--- config.mk ---
export PLATFORM = sky130hd
export DESIGN_NAME = fault_supervisor
export DESIGN_NICKNAME = d
export VERILOG_FILES = /design/src/rtl/fsup_pkg.sv /design/src/rtl/fsup_persist_filter.sv /design/src/rtl/fsup_ov_crowbar.sv /design/src/rtl/fault_supervisor.sv
export SDC_FILE = /design/constraint.sdc
export NUM_CORES = 1
export LEC_CHECK = 0
export CORE_MARGIN = 2
export CORE_UTILIZATION = 58
export CTS_CLUSTER_DIAMETER = 150
export CTS_CLUSTER_SIZE = 16
export DETAILED_ROUTE_END_ITERATION = 12
export GPL_ROUTABILITY_DRIVEN = 1
export PLACE_DENSITY = 0.9
export SYNTH_ARGS = -nofsm -noshare
export SYNTH_HDL_FRONTEND = slang
export SYNTH_SLANG_ARGS = --single-unit
--- constraint.sdc ---
create_clock -name clk -period 4 [get_ports clk]
set_input_delay 0.8 -clock clk [delete_from_list [all_inputs] [get_ports clk]]
set_output_delay 0.8 -clock clk [all_outputs]
set_load 0.05 [all_outputs]
--- src/rtl/fsup_pkg.sv ---
package fsup_pkg;
  typedef enum logic [1:0] {
    OV_IDLE  = 2'd0,
    OV_SHUNT = 2'd1,
    OV_OFF   = 2'd2
  } ov_state_t;
endpackage

--- src/rtl/fsup_persist_filter.sv ---
module fsup_persist_filter #(
  parameter int LIMIT  = 32,
  parameter bit UPDOWN = 1'b0
) (
  input  logic clk,
  input  logic rst_n,
  input  logic clr,
  input  logic tick,
  input  logic flag,
  output logic trip
);
  localparam int CW = $clog2(LIMIT + 1);
  localparam logic [CW-1:0] LIM    = CW'(LIMIT);
  localparam logic [CW-1:0] LIM_M1 = CW'(LIMIT - 1);

  logic [CW-1:0] cnt_q, cnt_d;
  logic          trip_q, trip_d;

  generate
    if (UPDOWN) begin : g_updown
      always_comb begin
        cnt_d  = cnt_q;
        trip_d = trip_q;
        if (clr) begin
          cnt_d  = '0;
          trip_d = 1'b0;
        end else if (tick && !trip_q) begin
          if (flag) begin
            cnt_d = cnt_q + 1'b1;
            if (cnt_q == LIM_M1) trip_d = 1'b1;
          end else if (cnt_q != '0) begin
            cnt_d = cnt_q - 1'b1;
          end
        end
      end
      // a down tick at zero keeps the count at zero
      p_floor_r8: assert property (@(posedge clk) disable iff (!rst_n)
        (tick && !flag && !clr && !trip_q && cnt_q == '0) |=> (cnt_q == '0));
    end else begin : g_consec
      always_comb begin
        cnt_d  = cnt_q;
        trip_d = trip_q;
        if (clr) begin
          cnt_d  = '0;
          trip_d = 1'b0;
        end else if (tick && !trip_q) begin
          if (!flag)            cnt_d  = '0;
          else if (cnt_q == LIM) trip_d = 1'b1;
          else                  cnt_d  = cnt_q + 1'b1;
        end
      end
      p_run_restart_r7: assert property (@(posedge clk) disable iff (!rst_n)
        (tick && !flag && !clr && !trip_q) |=> (cnt_q == '0));
    end
  endgenerate

  always_ff @(posedge clk or negedge rst_n) begin
    if (!rst_n) begin
      cnt_q  <= '0;
      trip_q <= 1'b0;
    end else begin
      cnt_q  <= cnt_d;
      trip_q <= trip_d;
    end
  end

  assign trip = trip_q;

  p_cnt_bound_r6: assert property (@(posedge clk) disable iff (!rst_n)
    cnt_q <= LIM);
  p_trip_hold_r9: assert property (@(posedge clk) disable iff (!rst_n)
    (trip_q && !clr) |=> trip_q);
  p_clr_r9: assert property (@(posedge clk) disable iff (!rst_n)
    clr |=> (!trip_q && cnt_q == '0));
  p_idle_r11: assert property (@(posedge clk) disable iff (!rst_n)
    (!tick && !clr) |=> ($stable(cnt_q) && $stable(trip_q)));
endmodule

--- src/rtl/fsup_ov_crowbar.sv ---
module fsup_ov_crowbar
  import fsup_pkg::*;
(
  input  logic clk,
  input  logic rst_n,
  input  logic tick,
  input  logic ov_hi,
  input  logic ov_rel_lo,
  output logic shunt,
  output logic hold_off,
  output logic active
);
  ov_state_t state_q, state_d;

  always_comb begin
    state_d = state_q;
    if (tick) begin
      unique case (state_q)
        OV_IDLE:  if (ov_hi) state_d = OV_SHUNT;
        OV_SHUNT: if (!ov_hi && ov_rel_lo) state_d = OV_OFF;
        OV_OFF:   if (ov_hi) state_d = OV_SHUNT;
        default:  state_d = OV_IDLE;
      endcase
    end
  end

  always_ff @(posedge clk or negedge rst_n) begin
    if (!rst_n) state_q <= OV_IDLE;
    else        state_q <= state_d;
  end

  assign shunt    = (state_q == OV_SHUNT);
  assign hold_off = (state_q == OV_OFF);
  assign active   = (state_q != OV_IDLE);

  p_ov_sticky_r5: assert property (@(posedge clk) disable iff (!rst_n)
    (state_q != OV_IDLE) |=> (state_q != OV_IDLE));
  p_ov_entry_r2: assert property (@(posedge clk) disable iff (!rst_n)
    (tick && ov_hi) |=> (state_q == OV_SHUNT));
  p_ov_notick_r11: assert property (@(posedge clk) disable iff (!rst_n)
    !tick |=> $stable(state_q));
endmodule

--- src/rtl/fault_supervisor.sv ---
module fault_supervisor #(
  parameter int UV_LIMIT = 32,
  parameter int OC_LIMIT = 32
) (
  input  logic clk,
  input  logic rst_n,
  input  logic en,
  input  logic tick,
  input  logic ov_hi,
  input  logic ov_rel_lo,
  input  logic uv_lo,
  input  logic oc_hi,
  output logic pwm_force_low,
  output logic lowside_on,
  output logic all_off,
  output logic shutdown,
  output logic pg_pull_low
);
  logic uv_trip, oc_trip, ov_shunt, ov_hold, ov_active, clr;

  assign clr = ~en;

  fsup_ov_crowbar u_ov (
    .clk(clk), .rst_n(rst_n), .tick(tick), .ov_hi(ov_hi), .ov_rel_lo(ov_rel_lo),
    .shunt(ov_shunt), .hold_off(ov_hold), .active(ov_active)
  );

  fsup_persist_filter #(.LIMIT(UV_LIMIT), .UPDOWN(1'b0)) u_uv (
    .clk(clk), .rst_n(rst_n), .clr(clr), .tick(tick), .flag(uv_lo), .trip(uv_trip)
  );

  fsup_persist_filter #(.LIMIT(OC_LIMIT), .UPDOWN(1'b1)) u_oc (
    .clk(clk), .rst_n(rst_n), .clr(clr), .tick(tick), .flag(oc_hi), .trip(oc_trip)
  );

  assign shutdown = uv_trip | oc_trip;

  always_comb begin
    pwm_force_low = 1'b0;
    lowside_on    = 1'b0;
    all_off       = 1'b0;
    if (shutdown) begin
      all_off = 1'b1;
    end else if (ov_shunt) begin
      pwm_force_low = 1'b1;
      lowside_on    = 1'b1;
    end else if (ov_hold) begin
      all_off = 1'b1;
    end
  end

  assign pg_pull_low = shutdown | ov_active;

  p_latched_priority_r10: assert property (@(posedge clk) disable iff (!rst_n)
    shutdown |-> (all_off && !pwm_force_low && !lowside_on && pg_pull_low));
  p_gate_exclusive_r3: assert property (@(posedge clk) disable iff (!rst_n)
    $onehot0({lowside_on, all_off}));
  p_shunt_pg_r2: assert property (@(posedge clk) disable iff (!rst_n)
    lowside_on |-> (pwm_force_low && pg_pull_low));
endmodule

==> After elaboration in Yosys (flattened, before gate mapping) <==
Index checks and enable logic that the tools add are counted.
{ "totals": {"register_bits": 16, "in_bits": 8, "output_inout_bits": 5, "word_cells": 63} }
{ "op_classes": {"add_sub_neg": 3, "eq_ne": 14, "n_mux": 24, "bitwise_logic": 2, "reduce_logical": 15} }
{ "ops": {"columns": ["operator", "n"], "rows": [
  ["6-bit two-way mux", 8],
  ["2-bit by 1-bit inequality test with 1-bit output (second input constant)", 8],
  ["1-bit two-way mux", 13],
  ["6-bit by 1-bit adder with 6-bit output (second input constant)", 2],
  ["3-bit AND reduction", 3],
  ["6-bit by 5-bit equality test with 1-bit output (second input constant)", 1],
  ["6-bit equality test (second input constant)", 1],
  ["6-bit nonzero test", 1],
  ["6-bit by 1-bit subtractor with 6-bit output (second input constant)", 1],
  ["2-bit two-way mux", 2],
  ["2-bit one-hot mux with 2 select lines", 1],
  ["2-bit AND reduction", 2],
  ["1-bit logical AND", 3],
  ["1-bit zero test", 3],
  ["3-bit by 1-bit inequality test with 1-bit output (second input constant)", 1],
  ["3-bit inequality test (second input constant)", 1],
  ["2-bit by 1-bit equality test with 1-bit output (second input constant)", 1],
  ["2-bit equality test (second input constant)", 1],
  ["2-bit zero test", 1],
  ["1-bit bitwise OR", 2],
  ["2-bit nonzero test", 1],
  ["2-bit OR reduction", 1]
]} }

==> Longest topological paths before layout <==
Gate-level depths: netlist of run 1.
{ "depth": {"ltp_word": 5, "mapped_depth": 6, "ltp_nobuf": 6} }

==> Modules after synthesis <==
Synthesis of run 1 repeated with hierarchy kept, for this count alone.
{ "unflattened": {"cells_unflattened": 128, "area_unflattened_um2": 1189.9} }
{ "by_module_without_submodules": {"columns": ["module", "instances", "cells_per_inst", "area_per_inst_um2", "seq_area_each_um2"], "rows": [
  ["fsup_persist_filter (u_oc)", 1, 63, 579.3, 175.2],
  ["fsup_persist_filter (u_uv)", 1, 46, 452.9, 175.2],
  ["fsup_ov_crowbar", 1, 11, 117.6, 50.0],
  ["fault_supervisor", 1, 8, 40.0, 0.0]
]} }

==> Least setup slack after synthesis of run 1 <==
No wires, ideal clock.
{ "synth_timing": {"kind": "flip-flop to output port", "startpoint": "reg u_ov.state_q[0]", "endpoint": "out all_off", "arrival_ps": 1514, "required_ps": 3200, "slack_ps": 1686, "stages_incl_launch_ff": 2, "path_cell_list": "dfrtp_1 > o21ai_0"} }
{ "synth_between": {"elab_chain_len": 4} }
{ "synth_rtl": {"columns": ["element", "line", "source"], "rows": [
  ["from (decl)", "fsup_ov_crowbar.sv:13", "ov_state_t state_q, state_d;"],
  ["from (signal assigned)", "fsup_ov_crowbar.sv:29", "else state_q <= state_d;"],
  ["2-bit equality test", "fsup_ov_crowbar.sv:33", "assign hold_off = (state_q == OV_OFF);"],
  ["1-bit two-way mux", "fault_supervisor.sv:47", "end else if (ov_hold) begin"],
  ["1-bit two-way mux (*)", "fault_supervisor.sv:44", "end else if (ov_shunt) begin"],
  ["1-bit two-way mux (*)", "fault_supervisor.sv:42", "if (shutdown) begin"],
  ["to (decl)", "fault_supervisor.sv:15", "output logic all_off,"]
]} }
Every way passes the cells marked *; elsewhere a longest branch is shown, timed or not.

==> Worst setup path in the final report of run 1 <==
{ "layout_timing": {"startpoint": "reg u_oc.trip_q (netlist: u_oc.trip)", "endpoint": "out pg_pull_low"} }
{ "layout_between": {"elab_chain_len": 2} }
{ "layout_rtl": {"columns": ["element", "line", "source"], "rows": [
  ["from (decl)", "fsup_persist_filter.sv:17", "logic trip_q, trip_d;"],
  ["from (signal assigned)", "fsup_persist_filter.sv:63", "trip_q <= trip_d;"],
  ["1-bit bitwise OR", "fault_supervisor.sv:36", "assign shutdown = uv_trip | oc_trip;"],
  ["1-bit bitwise OR", "fault_supervisor.sv:52", "assign pg_pull_low = shutdown | ov_active;"],
  ["to (decl)", "fault_supervisor.sv:17", "output logic pg_pull_low"]
]} }
No other way between the ends.

==> metrics.md, run 1 <==
| Metric | Value |
|---|---|
| Status | `complete, no violations` |
| Sequential area share after synthesis | `0.380` |
| DRC | `0` |
| Setup TNS Final | `0 ns` |
| Reg clk slew, reported paths | `0.09 ns` |
| NetSw | `193 uW` |
| Mean post-synth cell area | `9.49 um2` |
| Synthesized cell area | `1050 um2` |
| Synthesized Nets | `126` |
| HP Class | `flop to flop` |
| CP required | `3.20 ns` |
| Hold WS | `0.529 ns` |
| Slew Limit Headroom | `0.517` |
| Clock power frac | `0.219` |
| Ys async rst share | `1.00` |
| Port Buffers | `12` |
| Combinational power share | `0.368` |
| WL/cell | `14.6 um` |
| Count leader, synth | `dfrtp_1` |
| Synth-to-layout area growth | `15.6%` |
| All-Layer GR Usage | `0.230` |
| Chip height | `46.6 um` |
| Setup repair bufs after CTS | `0` |
| Crit-path max FO | `3` |
| First-pass GRT wire length | `3490 um` |
| Initial antenna violation count | `0` |
| Vias per std cell | `5.98` |
| Pin count of the biggest net entering global routing | `17` |
| Leading area contributor after synthesis | `dfrtp_1` |
| Leak | `0.541 nW` |
| Hold Crit Depth | `1` |
| Wirelength, routed | `2170 um` |
| H-tree depth | `1` |
| Clk_skew | `0.0116 ns` |
| Number of synthesized flops with an enable pin | `0` |
| Antenna Violating Nets Remaining | `0` |
| Resize count post-CTS | `0` |
| Final Critical Period | `2.72 ns` |
| Peak Freq | `0.368 GHz` |
| Worst reg2reg path depth | `6` |
| Clk Latency, worst-skew pair | `0.30 ns` |
| Top post-synthesis cells by area | `dfrtp_1 38%, ha_1 7.1%, inv_1 3.6%` |
| GRT Residual Overflow | `0` |
| Max-slew violations | `0` |
| Synth Warn # | `0` |
| Diode count | `0` |
| Share of cells above drive strength 1 | `0.0726` |
| Worst vdd ir | `0.242 mV` |
| Critical Path Source Type | `flop` |
| CTS tree | `built` |
| Clock Sinks | `16` |
| Initial core utilization | `0.610` |
| Vias in the first global route | `848` |
| P per Cell Area | `423 nW/um2` |
| Synth cell types | `41` |
| 1st-iter DRT viols | `10` |
| CTS root buffer | `clkbuf_4` |
| Critical path endpoint category | `output pin` |
| Critical path arrival | `1.92 ns` |
| Synth Flop Type | `dfrtp_1` |
| Commonest cells post-synth | `16 x dfrtp_1, 10 x inv_1, 9 x nand2_1` |
| CTS hold repair buffers | `0` |
| Synth Register Bits | `16` |
| Die footprint | `2170 um2` |
| # rows | `15` |
| CTS buffer count | `3` |
| Hold Vio Cnt, Final | `0` |
| P_int | `322 uW` |
| Tcrit/Tclk final | `0.680` |
| Drt pass-1 iters | `4` |
| Die X | `46.6 um` |
| Core ar. | `1730 um2` |
| Mapped Cells | `111` |
| Sw frac | `0.374` |
| Final GP Congestion | `0.929` |
| Register share of total power | `0.413` |
| Vias | `891` |
| # IOs | `13` |
| DP HPWL | `1660 um` |
| Worst-margin pin slew | `0.722 ns` |
| Setup violators final | `0` |
| Unrepaired setup endpoints after global routing | `false` |
| Layout net count | `140` |
| Max-cap violations | `0` |
| Synth top area share | `0.380` |
| Total Power | `515 uW` |
| Clock Tree Buf Depth | `2` |
| Critical path class | `flop to output pin` |
-- power groups by stage --
| stage | Sequential [mW] | Clock [mW] | Combinational (mW) |
|---|---|---|---|
| floorplan | 0.207 | 0 | 0.147 |
| global placement | 0.214 | 0 | 0.181 |
| detailed placement | 0.216 | 0 | 0.189 |
| CTS | 0.212 | 0.114 | 0.190 |
| global route | 0.216 | 0.124 | 0.209 |
| finish | 0.213 | 0.113 | 0.189 |
-- cell usage in the layout, fill, tap and decap left out, types with 2 or more instances in the layout --
master	count
nor2b_1	2
xor2_1	3
a22o_1	2
nand2_1	9
o31ai_1	2
nor2_1	7
a21o_1	2
clkbuf_4	3
ha_1	6
nor4_1	2
clkdlybuf4s50_1	12
o41ai_1	2
o21a_1	3
a21oi_1	4
dfrtp_1	16
o21ai_0	6
nand3_1	3
nor4b_1	2
or3_1	2
inv_1	10
nor3_1	2
o2111ai_1	3
a211oi_1	2
and3_1	2
-- per-stage QoR --
stage / util / area (um2) / instances / setup slack, ns
floorplan: - / 1050 / 111 / 1.69
global route: 0.705 / 1220 / 149 / 1.20
detailed placement: 0.684 / 1180 / 145 / 1.09
global placement: 0.684 / 1180 / 145 / 1.21
CTS: 0.705 / 1220 / 149 / 1.27
finish: 0.705 / 1220 / 149 / 1.28
-- cell families (layout without fill, tap and decap cells) --
family | count (synthesis) | after routing | share of synthesized area
AND/OR/NAND/NOR | 36 | 36 | 0.183
AO/OA/AOI/OAI | 32 | 32 | 0.232
flip-flops | 16 | 16 | 0.380
buffers and inverters | 14 | 27 | 0.0618
adder cells (fa/ha/maj) | 7 | 7 | 0.0903
XOR/XNOR | 4 | 4 | 0.0333
multiplexers | 2 | 2 | 0.0202
-- worst max-delay path: stages (launching register included) --
cell             delay (ns)
dfrtp_1                0.40
nor2_1                 0.16
inv_1                  0.07
or3_1                  0.29
clkdlybuf4s50_1        0.70
-- flip-flops by register name, summed over array words and instances (netlist names) --
| name | cells |
|---|---|
| u_oc.trip | 1 |
| u_uv.cnt_q | 6 |
| u_ov.state_q | 2 |
| u_uv.trip | 1 |
| u_oc.cnt_q | 6 |
-- routing by layer --
metal / vias to the layer above / GRT usage / share of wire
li1: 435 / - / -
met2: 19 / 0.428 / 0.51
met5: - / 0 / 0
met4: 0 / 0.0778 / 0.012
met3: 9 / 0.0235 / 0.028
met1: 428 / 0.273 / 0.45
-- layout make-up --
cell class / instances / area [um2]
Inverter: 11 / 41.3
Sequential cell: 16 / 400
Tap cell: 25 / 31.3
Timing Repair Buffer: 12 / 120
Fill cell: 146 / 509
Multi-Input combinational cell: 81 / 588
Clock buffer: 4 / 36.3
-- worst paths after layout --
kind                                            from                   endpoint  slack [ns]
max                            u_oc.trip$_DFFE_PN0P_                pg_pull_low        1.28
min                            u_oc.trip$_DFFE_PN0P_      u_oc.trip$_DFFE_PN0P_        0.53
max reg2reg                u_oc.cnt_q[0]$_DFFE_PN0P_  u_oc.cnt_q[4]$_DFFE_PN0P_        2.20
min reg2reg                    u_oc.trip$_DFFE_PN0P_      u_oc.trip$_DFFE_PN0P_        0.53
max in group asynchronous                      rst_n  u_uv.cnt_q[1]$_DFFE_PN0P_        2.62
min in group asynchronous                      rst_n  u_oc.cnt_q[3]$_DFFE_PN0P_        0.92
Note: power is estimated with default switching activity, not from simulation.
==> run 2: changes to the inputs <==
- CORE_UTILIZATION: 58 -> 54
- PLACE_DENSITY: 0.9 -> 0.85
- clock period: 4 -> 2.6 ns (I/O delays scaled with it)
==> metrics.md, run 2 (synthesis gave the netlist of run 1 again) <==
| Metric | Value |
|---|---|
| P per Cell Area | `648 nW/um2 (+53%)` |
| Critical path arrival | `1.94 ns (+0.02 ns)` |
| Clk_skew | `0.00746 ns (-0.00414 ns)` |
| 1st-iter DRT viols | `12 (+2)` |
| Uppermost layer routed | `met4` |
| Placed Area | `1200 um2 (+1.3%)` |
| Worst vdd ir | `0.442 mV (+83%)` |
| Wirelength, routed | `2130 um (-2.0%)` |
| CTS buffer count | `3 (unchanged)` |
| Die footprint | `2320 um2 (+6.8%)` |
| Unrepaired setup endpoints after global routing | `false` |
| Filler cell count | `132 (-9.6%)` |
| CTS tree | `built` |
| Core Util, Final | `0.691 (-0.0138)` |
| Max-slew violations | `0 (unchanged)` |
| DP HPWL | `1610 um (-3.3%)` |
| Worst path slowest cell | `clkdlybuf4s50_1` |
| Resize count post-CTS | `0 (unchanged)` |
| WL met1 | `985 um (+0.92%)` |
| Antenna Violating Nets Remaining | `0 (unchanged)` |
| Port Buffers | `12 (unchanged)` |
| Slew Limit Headroom | `0.504 (-0.0131)` |
| Layout net count | `142 (+1.4%)` |
| # rows | `15 (unchanged)` |
| GRT Residual Overflow | `0 (unchanged)` |
| CTS root buffer | `clkbuf_4` |
| Initial antenna violation count | `0 (unchanged)` |
| Most frequent cells in the layout | `16 x dfrtp_1, 12 x clkdlybuf4s50_1, 10 x inv_1` |
| Chip height | `48.2 um (+3.3%)` |
| DRC | `0 (unchanged)` |
| Share of cells above drive strength 1 | `0.0873 (+0.0147)` |
| Synth-to-layout area growth | `17.0%` |
| Die X | `48.2 um (+3.3%)` |
| Clock Tree Buf Depth | `2 (unchanged)` |
| Final Critical Period | `2.46 ns` |
| Vias | `905 (+1.6%)` |
| Setup violators final | `0 (unchanged)` |
| Pin count of the biggest net entering global routing | `17 (unchanged)` |
| # IOs | `13 (unchanged)` |
| Leading cell type in the layout, fill and taps excluded | `dfrtp_1` |
| Clk Latency, worst-skew pair | `0.30 ns (about the same)` |
| Vias in the first global route | `882 (+4.0%)` |
| Critical path endpoint category | `output pin` |
| Vias per std cell | `5.99 (+0.23%)` |
| WL/cell | `14.1 um (-3.3%)` |
| Hold Vio Cnt, Final | `0 (unchanged)` |
| Leak | `0.551 nW (+1.8%)` |
| Peak Freq | `0.406 GHz` |
| Setup repair bufs after CTS | `0 (unchanged)` |
| Max-cap violations | `0 (unchanged)` |
| Critical-path cell list | `nor2_1, inv_1, or3_1, clkdlybuf4s50_1` |
| All-Layer GR Usage | `0.237 (+0.00612)` |
| Setup TNS Final | `0 ns (unchanged)` |
| Worst-margin pin slew | `0.741 ns (+0.0196 ns)` |
| Drt pass-1 iters | `4 (unchanged)` |
| DR WL met3 | `119 um (+95%)` |
| Total Power | `799 uW (+55%)` |
| Core ar. | `1780 um2 (+3.3%)` |
| Metal2 WL | `956 um (-13%)` |
| Clock Sinks | `16 (unchanged)` |
| Final GP Congestion | `0.821 (-12%)` |
| H-tree depth | `1 (unchanged)` |
| Initial core utilization | `0.591 (-0.0193)` |
| Critical path class | `flop to output pin` |
| CP peak stage delay | `0.70 ns (about the same)` |
| Tcrit/Tclk final | `0.948` |
| Largest registers | `u_oc.cnt_q x6, u_uv.cnt_q x6, u_ov.state_q x2` |
| Status | `complete, no violations` |
| Final Cell Area | `1230 um2 (+1.2%)` |
| Diode count | `0 (unchanged)` |
| First-pass GRT wire length | `3710 um (+6.3%)` |
| CTS hold repair buffers | `0 (unchanged)` |
| Critical Path Source Type | `flop` |
| HP Class | `flop to flop` |
| CP required | `2.08 ns (-1.12 ns)` |
| Crit-path max FO | `3 (unchanged)` |
| Reg clk slew, reported paths | `0.10 ns (about the same)` |
## run 2: changes by cell type in the layout (fill, tap and decap cells not counted), sizes merged
| cell | previous run | this run |
|---|---|---|
| buf | 0 | 2 |
## run 2: area by class of cell
type | count | area, um2 | share of cell area
multi-input cells | 81 | 588 | 0.477
flip-flops and latches | 16 | 400 | 0.325
repair buffers | 14 | 135 | 0.110
inverters | 11 | 41.3 | 0.0335
clock buffers | 4 | 36.3 | 0.0294
well taps | 25 | 31.3 | 0.0254
## run 2: critical path: cells and delay by family (launching register included)
kind / cells / cell delay, ns
flip-flops: 1 / 0.40
buffers and inverters: 2 / 0.77
AND/OR/NAND/NOR: 2 / 0.47
## run 2: final timing paths
check,start,to,slack (ns),cells past startpoint
max,u_oc.trip$_DFFE_PN0P_,pg_pull_low,0.14,4
min,u_oc.trip$_DFFE_PN0P_,u_oc.trip$_DFFE_PN0P_,0.53,1
max reg2reg,u_oc.cnt_q[1]$_DFFE_PN0P_,u_oc.cnt_q[5]$_DFFE_PN0P_,0.80,5
min reg2reg,u_oc.trip$_DFFE_PN0P_,u_oc.trip$_DFFE_PN0P_,0.53,1
max in group asynchronous,rst_n,u_uv.cnt_q[0]$_DFFE_PN0P_,1.48,1
min in group asynchronous,rst_n,u_ov.state_q[1]$_DFFE_PN0P_,0.65,1
## run 2: layer usage
layer,vias to the layer above,global-route usage
met3,9,0.0481
met1,427,0.310
li1,435,-
met5,-,0
met4,0,0.130
met2,34,0.366
## run 2: report_power, final
| group | total (mW) | leakage (nW) | internal (mW) | switching [mW] |
|---|---|---|---|---|
| combinational | 0.298 | 0.317 | 0.130 | 0.168 |
| sequential | 0.329 | 0.213 | 0.283 | 0.0457 |
| clock | 0.172 | 0.0210 | 0.0855 | 0.0866 |
| total | 0.799 | 0.551 | 0.498 | 0.301 |
## run 2: metrics by stage
stage | hold slack [ns] | std cells | worst slack, ns
floorplan | 0.224 | 111 | 0.566
global placement | 0.494 | 147 | 0.244
detailed placement | 0.504 | 147 | 0.162
CTS | 0.534 | 151 | 0.114
global route | 0.560 | 151 | 0.0726
finish | 0.529 | 151 | 0.136
==> run 3: changes to the inputs <==
- clock period: 2.6 -> 2.79 ns (I/O delays scaled with it)
==> metrics.md, run 3 (synthesis gave the netlist of run 1 again) <==
| Metric | Value |
|---|---|
| Uppermost layer routed | `met4` |
| Tcrit/Tclk final | `0.885` |
| Resize count post-CTS | `0 (unchanged)` |
| Placed Area | `1200 um2 (unchanged)` |
| CTS buffer count | `3 (unchanged)` |
| Worst path slowest cell | `clkdlybuf4s50_1` |
| Critical Path Source Type | `flop` |
| Antenna Violating Nets Remaining | `0 (unchanged)` |
| Post-route insts no fill | `151 (unchanged)` |
| All-Layer GR Usage | `0.211 (-0.0251)` |
| CTS tree | `built` |
| Peak Freq | `0.405 GHz` |
| CP required | `2.23 ns (+0.15 ns)` |
| Slew Limit Headroom | `0.507 (+0.00294)` |
| Die footprint | `2320 um2 (unchanged)` |
| Buf/Inv on CP | `2 (unchanged)` |
| Initial antenna violation count | `0 (unchanged)` |
| Largest registers | `u_oc.cnt_q x6, u_uv.cnt_q x6, u_ov.state_q x2` |
| Clk Latency, worst-skew pair | `0.29 ns (about the same)` |
| 1st-iter DRT viols | `29 (+17)` |
| Share of cells above drive strength 1 | `0.0873 (unchanged)` |
| WL/cell | `13.1 um (-7.0%)` |
| GRT Residual Overflow | `0 (unchanged)` |
| Setup TNS Final | `0 ns (unchanged)` |
| Crit-path max FO | `3 (unchanged)` |
| Vias per std cell | `5.77 (-3.8%)` |
| Initial core utilization | `0.591 (unchanged)` |
| First-pass GRT wire length | `3340 um (-10%)` |
| Placed Cells | `147 (unchanged)` |
| DRC | `0 (unchanged)` |
| Reg clk slew, reported paths | `0.09 ns (about the same)` |
| CP peak stage delay | `0.70 ns (about the same)` |
| Drt pass-1 iters | `4 (unchanged)` |
| DP HPWL | `1540 um (-4.3%)` |
| # rows | `15 (unchanged)` |
| Chip height | `48.2 um (unchanged)` |
| Metal2 WL | `877 um (-8.3%)` |
| P per Cell Area | `591 nW/um2 (-8.8%)` |
| Final GP Congestion | `0.812 (-1.1%)` |
| Total Power | `729 uW (-8.8%)` |
| CTS hold repair buffers | `0 (unchanged)` |
| Setup violators final | `0 (unchanged)` |
| Clock Sinks | `16 (unchanged)` |
| Worst vdd ir | `0.345 mV (-22%)` |
| Leak | `0.551 nW (unchanged)` |
| Leading cell type in the layout, fill and taps excluded | `dfrtp_1` |
| Most frequent cells in the layout | `16 x dfrtp_1, 12 x clkdlybuf4s50_1, 10 x inv_1` |
| Status | `complete, no violations` |
| Layout net count | `142 (unchanged)` |
| Final Critical Period | `2.47 ns` |
| Port Buffers | `12 (unchanged)` |
| # IOs | `13 (unchanged)` |
| Worst-margin pin slew | `0.737 ns (-0.00440 ns)` |
| Pin count of the biggest net entering global routing | `17 (unchanged)` |
| Vias in the first global route | `788 (-11%)` |
| Core ar. | `1780 um2 (unchanged)` |
| WL met1 | `990 um (+0.51%)` |
| H-tree depth | `1 (unchanged)` |
| Critical path arrival | `1.91 ns (-0.03 ns)` |
| Reg2Reg Setup Slack | `1.02 ns (+0.22 ns)` |
| Setup repair bufs after CTS | `0 (unchanged)` |
| Clock Tree Buf Depth | `2 (unchanged)` |
| Final Cell Area | `1230 um2 (unchanged)` |
| Hold Vio Cnt, Final | `0 (unchanged)` |
| Top delay family on crit path | `buffers and inverters` |
| HP Class | `flop to flop` |
| CTS root buffer | `clkbuf_4` |
| Vias | `871 (-3.8%)` |
| Critical path class | `flop to output pin` |
| Max-slew violations | `0 (unchanged)` |
| Critical-path cell list | `nor2_1, inv_1, or3_1, clkdlybuf4s50_1` |
| Synth-to-layout area growth | `17.0% (unchanged)` |
| Die X | `48.2 um (unchanged)` |
| Clk_skew | `0.00847 ns (+0.00101 ns)` |
| Unrepaired setup endpoints after global routing | `false` |
| DR WL met3 | `96 um (-19%)` |
| Critical path endpoint category | `output pin` |
| Wirelength, routed | `1980 um (-7.0%)` |
| Max-cap violations | `0 (unchanged)` |
| Diode count | `0 (unchanged)` |
[run 3: cell counts in the layout (fill, tap and decap cells not counted)]
No cell type changed its count.
[run 3: where the power goes]
group	switching, mW	total [mW]	internal (mW)
logic	0.151	0.271	0.120
registers	0.0406	0.304	0.264
clock network	0.0742	0.154	0.0794
total	0.266	0.729	0.463
[run 3: cell type report]
cell class / count / area [um2]
tap: 25 / 31.3
fill: 146 / 551
clock buffer: 4 / 36.3
inverter: 11 / 41.3
sequential: 16 / 400
timing repair buffer: 14 / 135
multi-input combinational: 81 / 588
[run 3: routing by layer]
metal,track usage,vias to the layer above
met3,0.0444,2
met1,0.300,400
met4,0.0811,0
li1,-,442
met2,0.316,27
met5,0,-
[run 3: path summary, 6_finish.rpt]
kind	start	endpoint	cells after the start
max	u_oc.trip$_DFFE_PN0P_	pg_pull_low	4
min	u_oc.trip$_DFFE_PN0P_	u_oc.trip$_DFFE_PN0P_	1
max reg2reg	u_oc.cnt_q[1]$_DFFE_PN0P_	u_oc.cnt_q[5]$_DFFE_PN0P_	5
min reg2reg	u_oc.trip$_DFFE_PN0P_	u_oc.trip$_DFFE_PN0P_	1
max in group asynchronous	rst_n	u_oc.trip$_DFFE_PN0P_	1
min in group asynchronous	rst_n	u_oc.cnt_q[1]$_DFFE_PN0P_	1
[run 3: through the flow]
| stage | setup WS [ns] | util | hold slack [ns] |
|---|---|---|---|
| floorplan | 0.718 | - | 0.262 |
| global placement | 0.398 | 0.671 | 0.494 |
| detailed placement | 0.329 | 0.671 | 0.511 |
| CTS | 0.301 | 0.691 | 0.535 |
| global route | 0.227 | 0.691 | 0.551 |
| finish | 0.321 | 0.691 | 0.531 |
